`config.mk`:
```
export PLATFORM = sky130hd
export DESIGN_NAME = hs_stage_ctrl
export DESIGN_NICKNAME = d
export VERILOG_FILES = /design/src/rtl/hs_stage_pkg.sv /design/src/rtl/hs_stage_dp.sv /design/src/rtl/hs_stage_fsm.sv /design/src/rtl/hs_stage_ctrl.sv
export SDC_FILE = /design/constraint.sdc
export NUM_CORES = 1
export LEC_CHECK = 0
export BUFFER_PORTS_ARGS = -buffer_cell sky130_fd_sc_hd__buf_4
export CORE_ASPECT_RATIO = 1.25
export CORE_MARGIN = 1.5
export CORE_UTILIZATION = 45
export DETAILED_ROUTE_END_ITERATION = 12
export PLACE_DENSITY_LB_ADDON = 0.15
export SLEW_MARGIN = 20
export SYNTH_ARGS = -nofsm -noshare
export SYNTH_HDL_FRONTEND = slang
export SYNTH_SLANG_ARGS = --single-unit
```
`constraint.sdc`:
```
create_clock -name clk -period 2.3 [get_ports clk]
set_input_delay 0.115 -clock clk [delete_from_list [all_inputs] [get_ports clk]]
set_output_delay 0.115 -clock clk [all_outputs]
set_load 0.005 [all_outputs]
```
`src/rtl/hs_stage_pkg.sv`:
```
package hs_stage_pkg;

  // Waiting positions of the twelve-event ring; each names the awaited input level.
  typedef enum logic [2:0] {
    P_REQ_HI  = 3'd0,
    P_DONE_HI = 3'd1,
    P_ACK_HI  = 3'd2,
    P_REQ_LO  = 3'd3,
    P_DONE_LO = 3'd4,
    P_ACK_LO  = 3'd5
  } ringPos_e;

  // Input levels as seen by the control after sampling.
  typedef struct packed {
    logic reqIn;
    logic done;
    logic ackOut;
  } chanLevels_t;

  // Strobes from control to datapath.
  typedef struct packed {
    logic countInc;
  } ctlStrobes_t;

endpackage

```
`src/rtl/hs_stage_dp.sv`:
```
module hs_stage_dp
  import hs_stage_pkg::*;
#(
  parameter int SYNC_STAGES = 2,
  parameter int COUNT_W     = 4
) (
  input  logic               clk,
  input  logic               rstN,
  input  logic               reqInRaw,
  input  logic               doneRaw,
  input  logic               ackOutRaw,
  input  ctlStrobes_t        strobe,
  output chanLevels_t        seen,
  output logic [COUNT_W-1:0] count
);

  localparam int LEVEL_W = $bits(chanLevels_t);

  logic [LEVEL_W-1:0] rawVec;
  assign rawVec = {reqInRaw, doneRaw, ackOutRaw};

  generate
    if (SYNC_STAGES == 0) begin : g_direct
      assign seen = chanLevels_t'(rawVec);
    end else begin : g_sampler
      logic [LEVEL_W-1:0] stageQ [SYNC_STAGES];
      always_ff @(posedge clk) begin
        if (!rstN) begin
          for (int i = 0; i < SYNC_STAGES; i++) stageQ[i] <= '0;
        end else begin
          stageQ[0] <= rawVec;
          for (int i = 1; i < SYNC_STAGES; i++) stageQ[i] <= stageQ[i-1];
        end
      end
      assign seen = chanLevels_t'(stageQ[SYNC_STAGES-1]);
    end
  endgenerate

  always_ff @(posedge clk) begin
    if (!rstN)                count <= '0;
    else if (strobe.countInc) count <= count + COUNT_W'(1);
  end

  // each strobe advances the counter by exactly one, wrapping.
  a_r5_count_step: assert property (@(posedge clk) disable iff (!rstN)
    strobe.countInc |=> count == $past(count) + COUNT_W'(1));
  // without a strobe the counter holds.
  a_r8_count_hold: assert property (@(posedge clk) disable iff (!rstN)
    !strobe.countInc |=> $stable(count));

endmodule

```
`src/rtl/hs_stage_fsm.sv`:
```
module hs_stage_fsm
  import hs_stage_pkg::*;
(
  input  logic        clk,
  input  logic        rstN,
  input  chanLevels_t seen,
  output ctlStrobes_t strobe,
  output logic        start,
  output logic        reqOut,
  output logic        ackIn,
  output logic        protocolError
);

  ringPos_e pos, posNext;
  logic     levelsOk;
  logic     fire;

  // levelsOk: the two non-awaited inputs sit at their required levels.
  // fire: the awaited input has reached its new level.
  always_comb begin
    levelsOk = 1'b0;
    fire     = 1'b0;
    posNext  = pos;
    unique case (pos)
      P_REQ_HI:  begin levelsOk = !seen.done  && !seen.ackOut; fire =  seen.reqIn;  posNext = P_DONE_HI; end
      P_DONE_HI: begin levelsOk =  seen.reqIn && !seen.ackOut; fire =  seen.done;   posNext = P_ACK_HI;  end
      P_ACK_HI:  begin levelsOk =  seen.reqIn &&  seen.done;   fire =  seen.ackOut; posNext = P_REQ_LO;  end
      P_REQ_LO:  begin levelsOk =  seen.done  &&  seen.ackOut; fire = !seen.reqIn;  posNext = P_DONE_LO; end
      P_DONE_LO: begin levelsOk = !seen.reqIn &&  seen.ackOut; fire = !seen.done;   posNext = P_ACK_LO;  end
      P_ACK_LO:  begin levelsOk = !seen.reqIn && !seen.done;   fire = !seen.ackOut; posNext = P_REQ_HI;  end
      default:   begin levelsOk = 1'b0;                        fire = 1'b0;         posNext = P_REQ_HI;  end
    endcase
  end

  logic advance;
  assign advance         = !protocolError && levelsOk && fire;
  assign strobe.countInc = advance && (pos == P_ACK_LO);

  always_ff @(posedge clk) begin
    if (!rstN) begin
      pos           <= P_REQ_HI;
      start         <= 1'b0;
      reqOut        <= 1'b0;
      ackIn         <= 1'b0;
      protocolError <= 1'b0;
    end else if (!protocolError) begin
      if (!levelsOk) begin
        protocolError <= 1'b1;
      end else if (fire) begin
        pos <= posNext;
        unique case (pos)
          P_REQ_HI:  start  <= 1'b1;
          P_DONE_HI: reqOut <= 1'b1;
          P_ACK_HI:  ackIn  <= 1'b1;
          P_REQ_LO:  start  <= 1'b0;
          P_DONE_LO: reqOut <= 1'b0;
          P_ACK_LO:  ackIn  <= 1'b0;
          default:   pos    <= P_REQ_HI;
        endcase
      end
    end
  end

  // rising outputs follow their own trigger, seen high.
  a_r3_start_after_req: assert property (@(posedge clk) disable iff (!rstN)
    $rose(start) |-> $past(seen.reqIn) && !$past(seen.done) && !$past(seen.ackOut));
  a_r3_reqout_after_done: assert property (@(posedge clk) disable iff (!rstN)
    $rose(reqOut) |-> $past(seen.done) && $past(start));
  a_r3_ackin_after_ack: assert property (@(posedge clk) disable iff (!rstN)
    $rose(ackIn) |-> $past(seen.ackOut) && $past(reqOut));
  // falling outputs follow their trigger, seen low.
  a_r4_start_fall: assert property (@(posedge clk) disable iff (!rstN)
    $fell(start) |-> !$past(seen.reqIn) && $past(ackIn));
  a_r4_ackin_fall: assert property (@(posedge clk) disable iff (!rstN)
    $fell(ackIn) |-> !$past(seen.ackOut) && !$past(reqOut) && !$past(start));
  // one output change per edge.
  a_r9_single_change: assert property (@(posedge clk) disable iff (!rstN)
    $countones({start, reqOut, ackIn} ^ $past({start, reqOut, ackIn})) <= 1);
  // error is sticky.
  a_r7_error_sticky: assert property (@(posedge clk) disable iff (!rstN)
    protocolError |=> protocolError);
  // outputs frozen while in error.
  a_r8_frozen: assert property (@(posedge clk) disable iff (!rstN)
    protocolError |=> $stable({start, reqOut, ackIn}) && !strobe.countInc);

endmodule

```
`src/rtl/hs_stage_ctrl.sv`:
```
module hs_stage_ctrl
  import hs_stage_pkg::*;
#(
  parameter int SYNC_STAGES = 2,
  parameter int COUNT_W     = 4
) (
  input  logic               clk,
  input  logic               rstN,
  input  logic               reqIn,
  input  logic               ackOut,
  input  logic               done,
  output logic               ackIn,
  output logic               reqOut,
  output logic               start,
  output logic               protocolError,
  output logic [COUNT_W-1:0] transferCount
);

  chanLevels_t seenLevels;
  ctlStrobes_t ctlStrobe;

  hs_stage_dp #(
    .SYNC_STAGES(SYNC_STAGES),
    .COUNT_W    (COUNT_W)
  ) u_dp (
    .clk      (clk),
    .rstN     (rstN),
    .reqInRaw (reqIn),
    .doneRaw  (done),
    .ackOutRaw(ackOut),
    .strobe   (ctlStrobe),
    .seen     (seenLevels),
    .count    (transferCount)
  );

  hs_stage_fsm u_fsm (
    .clk          (clk),
    .rstN         (rstN),
    .seen         (seenLevels),
    .strobe       (ctlStrobe),
    .start        (start),
    .reqOut       (reqOut),
    .ackIn        (ackIn),
    .protocolError(protocolError)
  );

  // counter moves only when ackIn falls.
  a_r5_count_with_ackin: assert property (@(posedge clk) disable iff (!rstN)
    (transferCount != $past(transferCount)) |-> $fell(ackIn));

endmodule

```
==> summary.txt, run 1 <==
STA
  • Final WS setup: 278 ps
  • Worst-margin pin slew: 295 ps
  • Final hold vios: 0
  • TNS Setup: 0 ps
  • Max Clk Rate: 495 MHz
  • RSZ-0062 raised after global routing: false
  • Final setup fails: 0
  • Tcrit/Tclk final: 0.879
  • Setup Skew: around 4.5 ps
  • Min Tclk post-route: 2020 ps
  • Max-slew headroom: 0.800
  • Slew Viols, Final: 0

Power and ir drop
  • Peak VDD IR: approximately 0.00043 V
  • Pwr Density: 616 nW/µm²
  • Leak: between 0.3 and 0.4 nW

Setup path
  • Max incr delay on CP: 400 ps
  • Worst setup SP type: flop
  • Cells along the critical path: nor2b_1 > a32o_1 > o311ai_1 > or2_1 > buf_4 > mux2i_1 > a21boi_0
  • CP max-delay cell: dfxtp_2
  • Setup CP Type: flop to flop
  • Crit path DAT: 2200 ps
  • Worst Path Required: 2480 ps
  • Crit. End Element: flop
  • Max FO, Critical Path: 14

Synthesis
  • Synth warn: 0
  • Synth top cells by count: dfxtp_1, mux2i_1, and2_1
  • Area contributors post-synth: dfxtp_1, mux2i_1, and2_1, a21boi_0, nand2_1
  • Synthesized instance count: 89
  • Syn Area/Cell: 9.35 µm²
  • Synth Cell Area: 832 µm²
  • Post-synth EDFFs: 0
  • Synth unique cells: 36
  • Cell taking the most area after synthesis: dfxtp_1
  • Sequential area share after synthesis: 0.409
  • Synthesized Nets: 95
  • Most common cell in the netlist: dfxtp_1
  • Ys flop type: dfxtp_1
  • Async SR Flop Fraction: 0
  • Post-synthesis register bit count: 17
  • Yosys top cell area share: 0.409

Global routing
  • Vias in the first global route: 592
  • Total GRT Usage: 0.157
  • GR Util met1: 0.186
  • M2 GR Usage: 0.250
  • GRT overflow: 0
  • Initial antenna violation count: 0
  • GR Util met3: 0.0424
  • Largest net degree at the start of global routing: 22
  • GRT busiest layer: met2
  • First-pass GRT wire length: approximately 2.5 mm

Clock tree
  • CTS tree: built
  • # H-tree levels: 1
  • Clock Latency Late Sink: 290 ps
  • Clock sink count: 17
  • Post-CTS Resized: 0
  • Root Driver: clkbuf_4
  • # hold bufs at CTS: 0
  • Clk buf depth: 2
  • Setup Fix Bufs, Post-CTS: 0
  • Clock-pin slew on the worst setup and hold paths: approximately 100 ps
  • CTS Buf Count: 3

Layout
  • Layout Nets: ~110
  • Synth-to-Final Area Change: 15.2%
  • Area occupied by multi-input gates: approximately 450 µm²
  • Storage cell area: 342 µm²
  • Antenna diodes: 0
  • Fin cells: between 100 and 150
  • Fillers: about 170
  • Final instance area: ~960 µm²
  • Layout cell share with drive strength beyond 1: 0.238

Outcome
  • Run status: finished clean

Routing
  • Via/cell ratio: roughly 5.5
  • DR pass1 iterations: 4
  • DR DRC count: 0
  • WL/cell: 12.8 µm
  • Iter 0 DRT Violations: 18
  • Final ANT Viol Nets: 0
  • DR vias: 659
  • Drt total wl: 1.54 mm

Floorplan
  • Initial core utilization: 0.477
  • Die span in x: 41.5 µm
  • Cell row count: 17
  • Core region area: roughly 1700 µm²
  • Total die area: between 2000 and 2500 µm²
  • Die Span Y: approximately 51 µm
  • # IOs: 13

Placement
  • Post-Place Cells: 116
  • Area post-placement: 930 µm²
  • Final HPWL DP: 1.08 mm
  • Pre-CTS setup slack: roughly 200 ps
  • Placer Congestion: ~0.77
  • Port Buffers: 12

Min path
  • Worst min-delay path class: input pin to flop

Flow run
  • Max Cap Viol: 0
## critical path, delay by kind of cell, from the launching register on
kind | cells | cell delay, ps
AO/OA/AOI/OAI | 3 | 680
buffers and inverters | 1 | 190
flip-flops | 1 | 400
multiplexers | 1 | 220
AND/OR/NAND/NOR | 2 | 410
## area by class of cell
| type | count | share of cell area |
|---|---|---|
| multi-input cells | 63 | 0.465 |
| clock buffers | 3 | 0.0235 |
| well taps | 19 | 0.0248 |
| repair buffers | 15 | 0.117 |
| inverters | 2 | 0.00783 |
| flip-flops and latches | 17 | 0.356 |
| clock inverters | 1 | 0.00522 |
## layout by cell type (no fill, tap or decap), types with 3 or more instances in the layout
cell / count
o21ai_0: 4
buf_4: 15
a21boi_0: 4
nor2_1: 4
and2_1: 7
clkbuf_4: 3
dfxtp_1: 16
nand2_1: 6
mux2i_1: 8
nand2b_1: 3
a21oi_1: 3
## routing by layer
layer | vias up | wire [µm]
met4 | 0 | 17
met2 | 13 | 721
met3 | 2 | 53
li1 | 344 | -
met5 | - | 0
met1 | 300 | 745
## final timing paths
| path | from | end | slack [ps] | depth (start not counted) |
|---|---|---|---|---|
| max reg2reg | u_fsm.pos[1] | u_fsm.pos[1] | 280 | 7 |
| min reg2reg | u_dp.g_sampler.stageQ[0][0] | u_dp.g_sampler.stageQ[0][3] | 440 | 1 |
| max | u_fsm.pos[1] | u_fsm.pos[1] | 280 | 7 |
| min | done | u_dp.g_sampler.stageQ[0][1] | 20 | 2 |
## kinds of logic (layout without fill, tap and decap cells)
kind of cell	after synthesis	in the layout	synth area share
AOI/OAI and AO/OA	22	22	0.202
adders and majority gates	1	1	0.0150
buffers and inverters	9	21	0.0556
DFF	17	17	0.409
muxes	9	9	0.110
and+or+nand+nor	31	31	0.209
## state kept, by name (all words and copies together), names as in the netlist
name                   cells
u_dp.g_sampler.stageQ      6
u_dp.count                 4
u_fsm.pos                  3
u_fsm.ackIn                1
u_fsm.protocolError        1
u_fsm.reqOut               1
u_fsm.start                1
## stage by stage
stage	total power, W	util	hold WS [ps]
2_1_floorplan	0.000408	-	242
3_3_place_gp	0.000436	0.533	324
3_5_place_dp	0.000438	0.533	326
4_1_cts	0.000595	0.549	20.2
5_1_grt	0.000622	0.549	9.25
6_report	0.000590	0.549	24.8
## power breakdown
part / leakage, nW / switching, W / internal (W)
registers: 0.139 / 0.0000208 / 0.000312
logic: 0.241 / 0.0000445 / 0.0000546
clock network: 0.0177 / 0.0000940 / 0.0000646
Power figures use the tool's default switching activity.
==> inputs of run 2 (changes only) <==
--- a/config.mk
+++ b/config.mk
@@ -8,10 +8,11 @@
 export BUFFER_PORTS_ARGS = -buffer_cell sky130_fd_sc_hd__buf_4
 export CORE_ASPECT_RATIO = 1.25
 export CORE_MARGIN = 1.5
-export CORE_UTILIZATION = 45
+export CORE_UTILIZATION = 40
 export DETAILED_ROUTE_END_ITERATION = 12
 export PLACE_DENSITY_LB_ADDON = 0.15
 export SLEW_MARGIN = 20
 export SYNTH_ARGS = -nofsm -noshare
 export SYNTH_HDL_FRONTEND = slang
 export SYNTH_SLANG_ARGS = --single-unit
+export TNS_END_PERCENT = 20
==> summary.txt, run 2 (synthesis results as in run 1) <==
Layout
  • Layout cell share with drive strength beyond 1: 0.235 (-0.00233)
  • Largest reg by FF count: u_dp.g_sampler.stageQ
  • Layout Nets: 109 (+0.93%)
  • Top flop regs: u_dp.g_sampler.stageQ: 6 flops, u_dp.count: 4 flops, u_fsm.pos: 3 flops
  • Antenna diodes: 0 (unchanged)
  • Synth-to-Final Area Change: 16.1%
  • Most frequent cells in the layout: dfxtp_1, buf_4, mux2i_1
  • Largest register FFs: 6 (unchanged)
  • Fillers: 202 (+16%)
  • Most common cell after layout, fill and taps aside: dfxtp_1
  • Area occupied by multi-input gates: 445 µm² (unchanged)
  • Storage cell area: 340 µm² (-0.37%)

Placement
  • Final HPWL DP: 1.13 mm (+5.3%)
  • Port Buffers: 12 (unchanged)
  • Placer Congestion: 0.737 (-3.9%)

STA
  • Final hold vios: 0 (unchanged)
  • Final setup fails: 0 (unchanged)
  • Tcrit/Tclk final: 0.865 (-0.0136)
  • TNS Setup: 0 ps (unchanged)
  • Final hold slack: 38.1 ps (+13.3 ps)
  • Worst-margin pin slew: 273 ps (-21.8 ps)
  • Max Clk Rate: 502 MHz (+1.6%)
  • Max-slew headroom: 0.818 (+0.0174)
  • RSZ-0062 raised after global routing: false
  • Min Tclk post-route: 1990 ps (-31.3 ps)
  • Setup Skew: 6.52 ps (+2.05 ps)
  • Slew Viols, Final: 0 (unchanged)

Power and ir drop
  • Seq pwr share: 0.556 (-0.007)
  • Clk network pwr share: 0.264 (-0.005)
  • Pwr Density: 611 nW/µm² (-0.81%)
  • Logic pwr share: 0.180 (+0.012)
  • Internal: 0.000433 W (+0.49%)
  • Leak: 0.403 nW (+1.2%)
  • Peak VDD IR: 0.000396 V (-7.5%)
  • Psw: 0.000157 W (-1.4%)
  • Net Sw Frac: 0.266 (-0.00376)

Setup path
  • Cells along the critical path: nor2b_1 > a32o_1 > o311ai_1 > or2_1 > buf_4 > mux2i_1 > a21boi_0
  • CP max-delay cell: dfxtp_1
  • Max FO, Critical Path: 8 (-6)
  • FF-to-FF Start: u_fsm.pos[2]
  • R2R Path End: u_fsm.pos[1]
  • FF-to-FF path depth: 7 (unchanged)
  • Crit. End Element: flop
  • Max incr delay on CP: 490 ps (+90 ps)
  • Crit path DAT: 2160 ps (-40 ps)
  • R2R Setup Slk: 310 ps (+30 ps)
  • Worst setup SP type: flop
  • Worst Path Required: 2470 ps (about the same)
  • Setup CP Type: flop to flop

Global routing
  • GRT overflow: 0 (unchanged)
  • Vias in the first global route: 625 (+5.6%)
  • Initial antenna violation count: 0 (unchanged)
  • Largest net degree at the start of global routing: 22 (unchanged)
  • Total GRT Usage: 0.144 (-0.0125)
  • First-pass GRT wire length: 2.55 mm (+2.0%)

Clock tree
  • Clock-pin slew on the worst setup and hold paths: 100 ps (about the same)
  • # hold bufs at CTS: 0 (unchanged)
  • CTS Buf Count: 3 (unchanged)
  • Root Driver: clkbuf_4
  • Clock Latency Late Sink: 280 ps (about the same)
  • # H-tree levels: 1 (unchanged)
  • Clock sink count: 17 (unchanged)
  • CTS tree: built
  • Setup Fix Bufs, Post-CTS: 0 (unchanged)
  • Clk buf depth: 2 (unchanged)
  • Post-CTS Resized: 0 (unchanged)

Floorplan
  • Total die area: 2360 µm² (+12%)
  • Cell row count: 18 (+1)
  • Die span in x: 43.8 µm (+5.6%)
  • Core region area: 1960 µm² (+12%)
  • # IOs: 13 (unchanged)
  • Initial core utilization: 0.425 (-0.0524)
  • Die Span Y: 54.0 µm (+5.7%)

Outcome
  • Run status: finished clean

Flow run
  • Max Cap Viol: 0 (unchanged)

Routing
  • Via/cell ratio: 5.37 (-2.2%)
  • Iter 0 DRT Violations: 11 (-7)
  • WL/cell: 12.3 µm (-3.9%)
  • DR DRC count: 0 (unchanged)
  • DR vias: 655 (-0.61%)
  • Drt total wl: 1.50 mm (-2.3%)
  • DR pass1 iterations: 4 (unchanged)
  • Final ANT Viol Nets: 0 (unchanged)

Min path
  • Hold path endpoint: u_dp.g_sampler.stageQ[0][0]
  • Min-Delay Path Depth: 2 (unchanged)
  • Worst min-delay path class: input pin to flop
  • Hold_sp: ackOut
==> run 2: power by group through the flow <==
stage          Sequential [W]  Clock [W]  Combinational [W]
2_1_floorplan        0.000329          0          0.0000793
3_3_place_gp         0.000334          0           0.000106
3_5_place_dp         0.000335          0           0.000108
4_1_cts              0.000328   0.000165           0.000108
5_1_grt              0.000331   0.000174           0.000118
6_report             0.000328   0.000156           0.000106
==> run 2: worst max path at each step <==
stage,cells past startpoint,slack (ps),startpoint,end
2_1_floorplan,8,430,u_fsm.pos[0],u_dp.count[3]
4_1_cts,6,300,u_fsm.pos[1],u_dp.count[0]
5_1_grt,6,170,u_fsm.pos[1],u_dp.count[0]
3_3_place_gp,7,330,u_fsm.pos[2],u_fsm.pos[1]
3_5_place_dp,6,320,u_fsm.pos[1],u_dp.count[0]
6_report,7,310,u_fsm.pos[2],u_fsm.pos[1]
==> run 2: layer usage <==
metal / routed length (µm) / vias up / GRT usage
met1: 680 / 305 / 0.164
met3: 41 / 2 / 0.0201
met2: 767 / 8 / 0.262
met4: 14 / 0 / 0.0707
met5: 0 / - / 0
li1: - / 340 / -
==> run 2: critical path, delay by kind of cell, from the launching register on <==
family                 cells  cell delay, ps
muxes                      1             190
buffers and inverters      1             190
AOI/OAI and AO/OA          3             630
and+or+nand+nor            2             370
DFF                        1             490
==> run 2: final cells by class <==
cell class | instances | area share
sequential | 17 | 0.352
multi-input combinational | 63 | 0.461
timing repair buffer | 16 | 0.124
clock inverter | 1 | 0.00518
tap | 20 | 0.0259
clock buffer | 3 | 0.0233
inverter | 2 | 0.00777
==> run 2: metrics by stage <==
stage               area (µm²)  setup slack (ps)   util  total power (W)  instances
floorplan                  832               434      -         0.000408         89
finish                     966               310  0.493         0.000590        122
CTS                        966               302  0.493         0.000602        122
global route               966               166  0.493         0.000623        122
detailed placement         938               322  0.479         0.000443        118
global placement           938               328  0.479         0.000440        118
==> inputs of run 3 (changes only) <==
--- a/config.mk
+++ b/config.mk
@@ -5,6 +5,7 @@
 export SDC_FILE = /design/constraint.sdc
 export NUM_CORES = 1
 export LEC_CHECK = 0
+export ABC_AREA = 1
 export BUFFER_PORTS_ARGS = -buffer_cell sky130_fd_sc_hd__buf_4
 export CORE_ASPECT_RATIO = 1.25
 export CORE_MARGIN = 1.5
==> constraint.sdc (replaced) <==
create_clock -name clk -period 1.7 [get_ports clk]
set_input_delay 0.085 -clock clk [delete_from_list [all_inputs] [get_ports clk]]
set_output_delay 0.085 -clock clk [all_outputs]
set_load 0.005 [all_outputs]
==> summary.txt, run 3 <==
Clock tree
  • CTS Buf Count: 3 (unchanged)
  • CTS tree: built
  • # H-tree levels: 1 (unchanged)
  • Clock-pin slew on the worst setup and hold paths: 100 ps (about the same)
  • Clock Latency Late Sink: 280 ps (about the same)
  • Setup Fix Bufs, Post-CTS: 0 (unchanged)
  • Clk buf depth: 2 (unchanged)
  • Clock sink count: 17 (unchanged)
  • Root Driver: clkbuf_4

Min path
  • Min-Delay Path Depth: 3 (+1)
  • Hold path endpoint: u_dp.g_sampler.stageQ[0][3]
  • Worst min-delay path class: input pin to flop
  • Hold_sp: rstN

STA
  • Final setup fails: 0 (unchanged)
  • Final hold vios: 0 (unchanged)
  • Setup Skew: 3.57 ps (-2.95 ps)
  • TNS Setup: 0 ps (unchanged)
  • Tcrit/Tclk final: 0.906 (+0.0404)
  • Worst-margin pin slew: 466 ps (+193 ps)
  • Max-slew headroom: 0.687 (-0.131)
  • Max Clk Rate: 649 MHz (+29%)
  • Slew Viols, Final: 0 (unchanged)
  • Min Tclk post-route: 1540 ps (-451 ps)
  • RSZ-0062 raised after global routing: false

Routing
  • DR DRC count: 0 (unchanged)
  • Via/cell ratio: 4.64 (-14%)
  • Final ANT Viol Nets: 0 (unchanged)
  • Iter 0 DRT Violations: 37 (+26)
  • DR pass1 iterations: 4 (unchanged)
  • Drt total wl: 1.82 mm (+21%)
  • WL/cell: 9.80 µm (-20%)
  • DR vias: 863 (+32%)

Layout
  • Fillers: 246 (+22%)
  • Layout Nets: 162 (+49%)
  • Layout cell share with drive strength beyond 1: 0.245 (+0.00987)
  • Antenna diodes: 0 (unchanged)
  • Most frequent cells in the layout: nand2_1, inv_1, buf_4
  • Most common cell after layout, fill and taps aside: nand2_1
  • Synth-to-Final Area Change: 18.5%
  • Area occupied by multi-input gates: 444 µm² (-0.28%)
  • Top flop regs: u_dp.g_sampler.stageQ: 6 flops, u_dp.count: 4 flops, u_fsm.pos: 3 flops
  • Largest register FFs: 6 (unchanged)
  • Final instance area: 1130 µm² (+17%)
  • Largest reg by FF count: u_dp.g_sampler.stageQ
  • Storage cell area: 343 µm² (+0.74%)

Synthesis
  • Sequential area share after synthesis: 0.356 (-0.0525)
  • Syn Area/Cell: 7.02 µm² (-25%)
  • Synthesized instance count: 136 (+53%)
  • Post-synthesis register bit count: 17 (unchanged)
  • Area contributors post-synth: dfxtp_1, nand2_1, inv_1, nand3_2, buf_6
  • Ys flop type: dfxtp_1
  • Async SR Flop Fraction: 0 (unchanged)
  • Synthesized Nets: 142 (+49%)
  • Synth top cells by count: nand2_1, inv_1, dfxtp_1
  • Synth warn: 0 (unchanged)
  • Post-synth EDFFs: 0 (unchanged)
  • Yosys top cell area share: 0.356 (-0.0525)
  • Synth Cell Area: 955 µm² (+15%)
  • Cell taking the most area after synthesis: dfxtp_1
  • Most common cell in the netlist: nand2_1
  • Synth unique cells: 20 (-44%)

Global routing
  • Initial antenna violation count: 0 (unchanged)
  • First-pass GRT wire length: 3.19 mm (+25%)
  • Total GRT Usage: 0.162 (+0.0177)
  • Vias in the first global route: 846 (+35%)
  • GRT overflow: 0 (unchanged)
  • Largest net degree at the start of global routing: 14 (-36%)

Setup path
  • Worst setup SP type: flop
  • Max FO, Critical Path: 12 (+4)
  • FF-to-FF Start: u_fsm.pos[1]
  • Setup CP Type: flop to flop
  • FF-to-FF path depth: 11 (+4)
  • Crit path DAT: 1730 ps (-430 ps)
  • R2R Setup Slk: 160 ps (-150 ps)
  • Worst Path Required: 1890 ps (-580 ps)
  • Crit. End Element: flop
  • R2R Path End: u_fsm.reqOut

Outcome
  • Run status: finished clean

Placement
  • Placer Congestion: 0.841 (+14%)
  • Port Buffers: 12 (unchanged)
  • Final HPWL DP: 1.43 mm (+27%)
  • Area post-placement: 1070 µm² (+14%)

Flow run
  • Max Cap Viol: 0 (unchanged)

Floorplan
  • Core region area: 2230 µm² (+14%)
  • # IOs: 13 (unchanged)
  • Initial core utilization: 0.427 (+0.00256)
  • Die Span Y: 57.6 µm (+6.7%)
  • Total die area: 2690 µm² (+14%)
  • Die span in x: 46.7 µm (+6.6%)
  • Cell row count: 19 (+1)

Power and ir drop
  • Pwr Density: 710 nW/µm² (+16%)
  • Peak VDD IR: 0.000517 V (+31%)
  • Leak: 0.550 nW (+36%)
[run 3: cell types whose count changed after synthesis, sizes merged, moves of 6 or more]
cell / change
a21oi: +6
and2: -7
inv: +26
mux2i: -8
nand2: +29
nand3: +11
nand4: +8
nor2: +9
[run 3: worst max path at each step]
stage | from | to | slack (ps) | cells after the start
after floorplan | u_fsm.pos[2] | u_fsm.reqOut | 410 | 13
after global placement | u_fsm.pos[0] | u_fsm.reqOut | 30 | 9
after detailed placement | u_fsm.pos[0] | u_fsm.reqOut | 50 | 9
after CTS | u_fsm.pos[0] | u_fsm.reqOut | 20 | 9
after global routing | u_fsm.pos[0] | u_dp.count[3] | 20 | 10
final | u_fsm.pos[1] | u_fsm.reqOut | 160 | 11
[run 3: repair_timing]
action | in CTS | in global routing
gates resized for setup | 0 | 3
endpoints found under the hold margin | 3 | 0
hold buffers | 3 | 0
endpoints found under the setup margin | 0 | 9
[run 3: cells by family (layout without fill, tap and decap cells)]
group,Yosys count,count (layout),share of synthesized area
flip-flops,17,17,0.356
adder cells (fa/ha/maj),1,1,0.0131
AO/OA/AOI/OAI,10,10,0.0524
XOR/XNOR,1,1,0.00918
buffers and inverters,34,53,0.178
AND/OR/NAND/NOR,73,73,0.391
[run 3: per-stage QoR]
| stage | setup slack [ps] | total power, W | hold WS (ps) | utilization | std cells |
|---|---|---|---|---|---|
| 2_1_floorplan | 414 | 0.000571 | 183 | - | 136 |
| 3_3_place_gp | 27.8 | 0.000595 | 266 | 0.478 | 179 |
| 3_5_place_dp | 48.6 | 0.000596 | 273 | 0.478 | 179 |
| 4_1_cts | 21.2 | 0.000812 | 73.2 | 0.504 | 186 |
| 5_1_grt | 22.9 | 0.000855 | 76.3 | 0.506 | 186 |
| 6_report | 160 | 0.000803 | 80.4 | 0.506 | 186 |
[run 3: critical path, stage by stage, from the launching register on]
cell	delay (ps)
dfxtp_2	370
buf_4	160
nor2_4	90
nand2_1	90
nand2_1	60
nand2_1	50
nand3_2	90
nand2_2	70
inv_4	110
nand2_1	120
o21ai_0	170
nor2_1	60
[run 3: routing by layer]
| layer | vias to the layer above | GRT usage | share of wire |
|---|---|---|---|
| met5 | - | 0 | 0 |
| met2 | 12 | 0.268 | 0.53 |
| met1 | 387 | 0.184 | 0.44 |
| met3 | 2 | 0.0280 | 0.028 |
| li1 | 462 | - | - |
| met4 | 0 | 0.107 | 0.0093 |
[run 3: cell type report]
cell class	instances	area share
repair buffers	21	0.146
inverters	28	0.0996
clock buffers	3	0.0199
multi-input cells	85	0.393
flip-flops and latches	17	0.303
clock inverters	1	0.00442
well taps	31	0.0343
[run 3: report_power, final]
| group | total [W] | switching (W) | internal, W |
|---|---|---|---|
| Sequential | 0.000438 | 0.0000203 | 0.000418 |
| Combinational | 0.000156 | 0.0000897 | 0.0000667 |
| Clock | 0.000208 | 0.000121 | 0.0000873 |
